<file path="src/rtl/xpt_pkg.sv">
package xpt_pkg;
    localparam int CODE_W   = 6;
    localparam int BIN_SPAN = 2 ** (CODE_W - 1);
    localparam int NPORT    = BIN_SPAN + 2;

    typedef logic [CODE_W-1:0]            port_idx_t;
    typedef port_idx_t [NPORT-1:0]        route_t;
    typedef logic [NPORT-1:0]             port_vec_t;

    typedef enum logic [1:0] {
        MD_SEQ_USER = 2'b00,
        MD_MC_USER  = 2'b01,
        MD_SEQ_PASS = 2'b10,
        MD_MC_PASS  = 2'b11
    } prog_mode_e;

    function automatic port_idx_t code_to_port(input port_idx_t code);
        port_idx_t r;
        if (!code[CODE_W-1]) r = code;
        else r = port_idx_t'(BIN_SPAN) + port_idx_t'(code[CODE_W-2]);
        return r;
    endfunction

    function automatic route_t identity_route();
        route_t r;
        for (int k = 0; k < NPORT; k++) r[k] = port_idx_t'(k);
        return r;
    endfunction
endpackage

</file>
<file path="src/rtl/xpt_addr_dec.sv">
module xpt_addr_dec
    import xpt_pkg::*;
(
    input  logic [1:0] mode,
    input  port_idx_t  in_sel,
    input  port_vec_t  out_sel,
    output port_vec_t  hit,
    output route_t     val
);
    prog_mode_e md;
    logic       use_mask;
    logic       use_pass;
    port_idx_t  out_idx;
    port_idx_t  in_idx;

    assign md       = prog_mode_e'(mode);
    assign use_mask = (md == MD_MC_USER) || (md == MD_MC_PASS);
    assign use_pass = (md == MD_SEQ_PASS) || (md == MD_MC_PASS);
    assign out_idx  = code_to_port(out_sel[CODE_W-1:0]);
    assign in_idx   = code_to_port(in_sel);

    always_comb begin
        if (use_mask) begin
            hit = out_sel;
        end else begin
            hit = '0;
            hit[out_idx] = 1'b1;
        end
    end

    for (genvar g = 0; g < NPORT; g++) begin : g_val
        assign val[g] = use_pass ? port_idx_t'(g) : in_idx;
    end
endmodule

</file>
<file path="src/rtl/xpt_route_regs.sv">
module xpt_route_regs
    import xpt_pkg::*;
(
    input  logic      clk,
    input  logic      rst,
    input  logic      load,
    input  logic      commit,
    input  port_vec_t hit,
    input  route_t    val,
    output route_t    prog_q,
    output route_t    cfg_q
);
    route_t prog_nxt;

    for (genvar g = 0; g < NPORT; g++) begin : g_nxt
        assign prog_nxt[g] = (load && hit[g]) ? val[g] : prog_q[g];
    end

    always_ff @(posedge clk) begin
        if (rst) begin
            prog_q <= identity_route();
            cfg_q  <= identity_route();
        end else begin
            prog_q <= prog_nxt;
            if (commit) cfg_q <= prog_nxt;
        end
    end
endmodule

</file>
<file path="src/rtl/xpt_sel_mux.sv">
module xpt_sel_mux
    import xpt_pkg::*;
(
    input  route_t    cfg,
    input  port_vec_t din,
    output port_vec_t dout
);
    for (genvar g = 0; g < NPORT; g++) begin : g_mux
        assign dout[g] = din[cfg[g]];
    end
endmodule

</file>
<file path="src/rtl/xpt_route_ctrl.sv">
module xpt_route_ctrl
    import xpt_pkg::*;
(
    input  logic        clk,
    input  logic        rst,
    input  logic        load,
    input  logic        commit,
    input  logic [1:0]  mode,
    input  logic [5:0]  in_sel,
    input  logic [33:0] out_sel,
    input  logic [33:0] din,
    output logic [33:0] dout
);
    port_vec_t hit;
    route_t    val;
    route_t    prog_q;
    route_t    cfg_q;

    xpt_addr_dec u_dec (
        .mode    (mode),
        .in_sel  (in_sel),
        .out_sel (out_sel),
        .hit     (hit),
        .val     (val)
    );

    xpt_route_regs u_regs (
        .clk    (clk),
        .rst    (rst),
        .load   (load),
        .commit (commit),
        .hit    (hit),
        .val    (val),
        .prog_q (prog_q),
        .cfg_q  (cfg_q)
    );

    xpt_sel_mux u_mux (
        .cfg  (cfg_q),
        .din  (din),
        .dout (dout)
    );
endmodule

</file>
<file path="config.mk">
export PLATFORM = sky130hd
export DESIGN_NAME = xpt_route_ctrl
export DESIGN_NICKNAME = d
export VERILOG_FILES = /design/src/rtl/xpt_pkg.sv /design/src/rtl/xpt_addr_dec.sv /design/src/rtl/xpt_route_regs.sv /design/src/rtl/xpt_sel_mux.sv /design/src/rtl/xpt_route_ctrl.sv
export SDC_FILE = /design/constraint.sdc
export NUM_CORES = 1
export LEC_CHECK = 0
export BUFFER_PORTS_ARGS = -buffer_cell sky130_fd_sc_hd__buf_2
export CORE_UTILIZATION = 55
export DETAILED_ROUTE_END_ITERATION = 8
export GPL_ROUTABILITY_DRIVEN = 1
export PLACE_DENSITY_LB_ADDON = 0.25
export RECOVER_POWER = 50
export SYNTH_ARGS = -nofsm -noshare
export SYNTH_HDL_FRONTEND = slang
export SYNTH_HIERARCHICAL = 1
export SYNTH_SLANG_ARGS = --single-unit
</file>
<file path="constraint.sdc">
create_clock -name clk -period 4.35 [get_ports clk]
set_input_delay 0.435 -clock clk [delete_from_list [all_inputs] [get_ports clk]]
set_output_delay 0.435 -clock clk [all_outputs]
set_load 0.01 [all_outputs]
</file>
* Yosys cells after proc, flatten, opt, wreduce, memory -nomap -nowiden
Index checks and enable logic that the tools add are counted.
Word-level totals: register bits 408, bits in latches 0, bits in writable memories 0, bits in read-only memories 0, input bits 80, logic and storage cells 287, memories 0
Operators by class: add/subtract/negate cells 2, multipliers 0, div/mod/pow operators 0, $lt $le $gt $ge 36, equality and inequality tests 3, shift operators 0, muxes and demuxes 141, bitwise gates (word level) 0, reductions and logical operators 37
Operators with widths (count):
- 6-bit two-way mux | 70
- 6-bit by 7-bit < comparator with 1-bit output (second input constant) | 35
- 1-bit binary-select mux with 6-bit select | 34
- 1-bit logical AND | 35
- 1-bit two-way mux | 35
- 34-bit two-way mux | 1
- 6-bit by 1-bit adder with 6-bit output (first input constant) | 2
- 1-bit demux with 6-bit select | 1
- 6-bit by 1-bit >= comparator with 1-bit output (second input constant) | 1
- 2-bit == test (second input constant) | 2
- 2-bit by 1-bit == test with 1-bit output (second input constant) | 1
- 1-bit logical OR | 2

* Longest topological paths before layout
depth after elaboration 9, mapped depth 7

* By module
The synthesis kept the hierarchy.
By module, submodules not included:
- xpt_route_regs | instances 1, cells an instance 1763, area each 17455.5 sq um
- xpt_sel_mux | instances 1, cells an instance 792, area each 10363.7 sq um
- xpt_addr_dec | instances 1, cells an instance 263, area each 2048.2 sq um

* Least setup slack after synthesis
No wires, ideal clock.
path type in2reg, start input port mode[1], end register u_regs/cfg_q[191] (netlist name), setup time 0.088 ns, data arrival time 2.214 ns, required time 4.262 ns, path slack 2.048 ns, cell stages on the path 5, path buffers 2, cell sequence clkbuf_1 nor2_1 buf_4 nand3_1 a311oi_2
RTL lines:
- start: declaration | RTL line xpt_route_ctrl.sv:8 | input logic [1:0] mode,
- end signal: assignment | RTL line xpt_route_regs.sv:22 | cfg_q <= identity_route();
- end signal: assignment | RTL line xpt_route_regs.sv:25 | if (commit) cfg_q <= prog_nxt;
- end: declaration | RTL line xpt_route_regs.sv:11 | output route_t cfg_q

* Worst setup path in the final report
start register u_regs/cfg_q[42] (netlist name), end output port dout[7]
Between the ends: cells in the longest elaborated chain, start to end 2
RTL lines:
- 1-bit binary-select mux with 6-bit select | RTL line xpt_sel_mux.sv:9 | assign dout[g] = din[cfg[g]];
- 1-bit two-way mux (not written as such) | RTL line xpt_sel_mux.sv:9
- end: declaration | RTL line xpt_route_ctrl.sv:12 | output logic [33:0] dout
Every way passes these cells. The select of a mux whose other input is x is not followed.

==> impl_metrics.csv <==
group,metric,value,unit
clocking,h-tree-depth,2,
synthesis,synth_top_cells_by_area,"dfxtp_1, mux4_2, a311oi_2, buf_4, mux2i_1",
final_layout,layout.nets,2534,
global_route,overflow,0,
power,irDropWorstVdd,337,µV
synthesis,synth_top_cell_area_share,0.273,
placement,dp_hpwl,54.0,mm
setup_path,endpoint_kind,"output pin",
final_layout,area_delta_synth_final,-0.0335,%
final_layout,design_area,29900,µm²
sta,hold_violations,0,
synthesis,ys.warnings.count,6,
floorplan,dieArea,55200,µm²
synthesis,synth_seq_cells,408,
detailed_routing,postRouteAntennaNets,0,
clocking,cts.hold.buffers_added,0,
detailed_routing,routed_wl,94.1,mm
status,status,"finished with violations",
floorplan,die_w,235,µm
sta,whs,0.264,ns
floorplan,rows,85,
synthesis,yosysUniqueCellTypes,51,
clocking,numCtsBuffers,47,
floorplan,fp.dieH,235,µm
sta,grt_setup_unrepaired,"no",
sta,max_freq,296,MHz
power,power.leakage,10.8,nW
floorplan,core_area,53700,µm²
status,failed_checks,"capacitance limit, slew limit",
detailed_routing,drt_iter0_drc,2901,
final_layout,antenna_cells,0,
setup_path,worstPathRequired,3.91,ns
global_route,grt_pass1_wl,141,mm
sta,min_period,3.38,ns
sta,final-setup-viol-count,0,
setup_path,crit_path_start,"u_regs/cfg_q[42]$_SDFFE_PP1P_",
clocking,cts_buffer_depth,3,
final_layout,drive_gt1_frac,0.240,
floorplan,initial_core_util,0.556,
placement,place_area,28500,µm²
final_layout,fillCellCount,4513,
synthesis,synth.most_common_cell,"dfxtp_1",
placement,gp_congestion,0.850,
global_route,track_usage,0.331,
sta,tightest_slew,1.67,ns
clocking,cts-resized-gates,0,
hold_path,holdCritStartpoint,"rst",
clocking,root_buffer,"clkbuf_16",
synthesis,synth_common_cells,"dfxtp_1, mux4_2, buf_4",
setup_path,critPathArrivalTime,2.95,ns
sta,fin_worst_skew,0.0328,ns
setup_path,reg2reg_slack,3.13,ns
sta,finalSetupTns,0,ns
synthesis,synth.largest_area_cell,"dfxtp_1",
clocking,cts_tree,"done",
sta,finalCritPeriodShare,0.777,
detailed_routing,drc,0,
floorplan,ios,114,
synthesis,synth_edf_count,0,
synthesis,avgSynthCellArea,10.6,µm²
hold_path,hold_class,"input port to flip-flop",
clocking,post-cts-setup-buffers,0,
synthesis,ys_seq_area_frac,0.273,
synthesis,syn_nets,2898,
setup_path,critPathMaxFanout,10,
setup_path,cp-start-kind,"flip-flop",
setup_path,critPathKind,"flip-flop to output pin",
run,drv_cap,3,
detailed_routing,dr.pass1.iters,6,
global_route,antenna_found_initial,1,
clocking,path_clk_slew,0.07,ns
synthesis,syn_inst,2818,
sta,relSlewSlack,-0.123,
clocking,clock-sinks,408,
setup_path,reg2reg_from,"u_regs/cfg_q[12]$_SDFFE_PP0P_",
synthesis,synthArstFlopShare,0,
detailed_routing,num_vias,24000,
sta,drv_slew,49,
global_route,grt_max_degree,148,
power,power_density,345,nW/µm²
clocking,insertion_delay,0.61,ns
placement,numPortBuffers,113,
synthesis,synthesis.area,29900,µm²
synthesis,synthFlopType,"dfxtp_1",
detailed_routing,wl_per_cell,29.6,µm
global_route,grt_pass1_vias,23100,
detailed_routing,drt-vias-per-instance,7.53,
-- flip-flops by register name (all words and copies together), names as in the netlist --
| signal | cells |
|---|---|
| u_regs/prog_q | 204 |
| u_regs/cfg_q | 204 |
-- power breakdown --
part / total, W / switching, W / leakage (nW) / internal [W]
Clock: 0.00397 / 0.00171 / 0.739 / 0.00226
Combinational: 0.00211 / 0.00115 / 6.67 / 0.000969
Sequential: 0.00422 / 0.000306 / 3.35 / 0.00391
-- per-layer routing --
layer,vias to the layer above,GRT usage,share of wire
li1,10100,-,-
met1,11900,0.432,0.38
met2,1652,0.498,0.45
met3,367,0.0753,0.11
met4,2,0.207,0.064
met5,-,0,0.00018
-- cells in the final DEF (no fill, tap or decap), types with 48 or more instances in the layout --
cell / count
mux4_1: 55
nor2_1: 127
o2111ai_1: 83
nand3_1: 131
a21oi_1: 125
nand4_1: 84
mux2i_1: 156
buf_2: 108
a311oi_2: 102
nand2_1: 114
nand2b_1: 84
a21bo_1: 117
and3_1: 77
mux4_2: 239
a211o_1: 77
dfxtp_1: 408
clkbuf_16: 48
-- final timing paths --
kind | end | cells past startpoint
max | dout[7] | 4
max reg2reg | u_regs/cfg_q[12]$_SDFFE_PP0P_ | 2
min | u_regs/prog_q[180]$_SDFF_PP0_ | 2
min reg2reg | u_regs/prog_q[126]$_SDFF_PP1_ | 1
-- stage by stage --
step	std cells	worst slack, ns	total power [W]	util
after CTS	3184	0.951	0.0103	0.558
final	3184	0.970	0.0103	0.556
after global placement	3101	1.42	0.00628	0.530
after global routing	3184	0.857	0.0106	0.556
after floorplan	2818	2.05	0.00588	-
after detailed placement	3101	1.43	0.00635	0.530
-- logic make-up after synthesis --
group	Yosys count	synth area share
AOI/OAI and AO/OA	629	0.193
buffers and inverters	575	0.111
DFF	408	0.273
muxes	467	0.287
and+or+nand+nor	739	0.134
-- critical path, cell delays in order (launching register included) --
cell	delay, ns
dfxtp_1	0.66
mux4_1	0.64
mux4_2	0.47
o311a_1	0.39
buf_2	0.18
-- cell type report --
type	count	area [µm²]	share of cell area
timing repair buffer	153	977	0.0327
inverter	9	33.8	0.00113
sequential	408	8170	0.274
multi-input combinational	1835	18300	0.613
clock inverter	14	126	0.00423
clock buffer	69	1380	0.0462
tap	696	871	0.0292
Note: power is estimated with default switching activity, not from simulation.
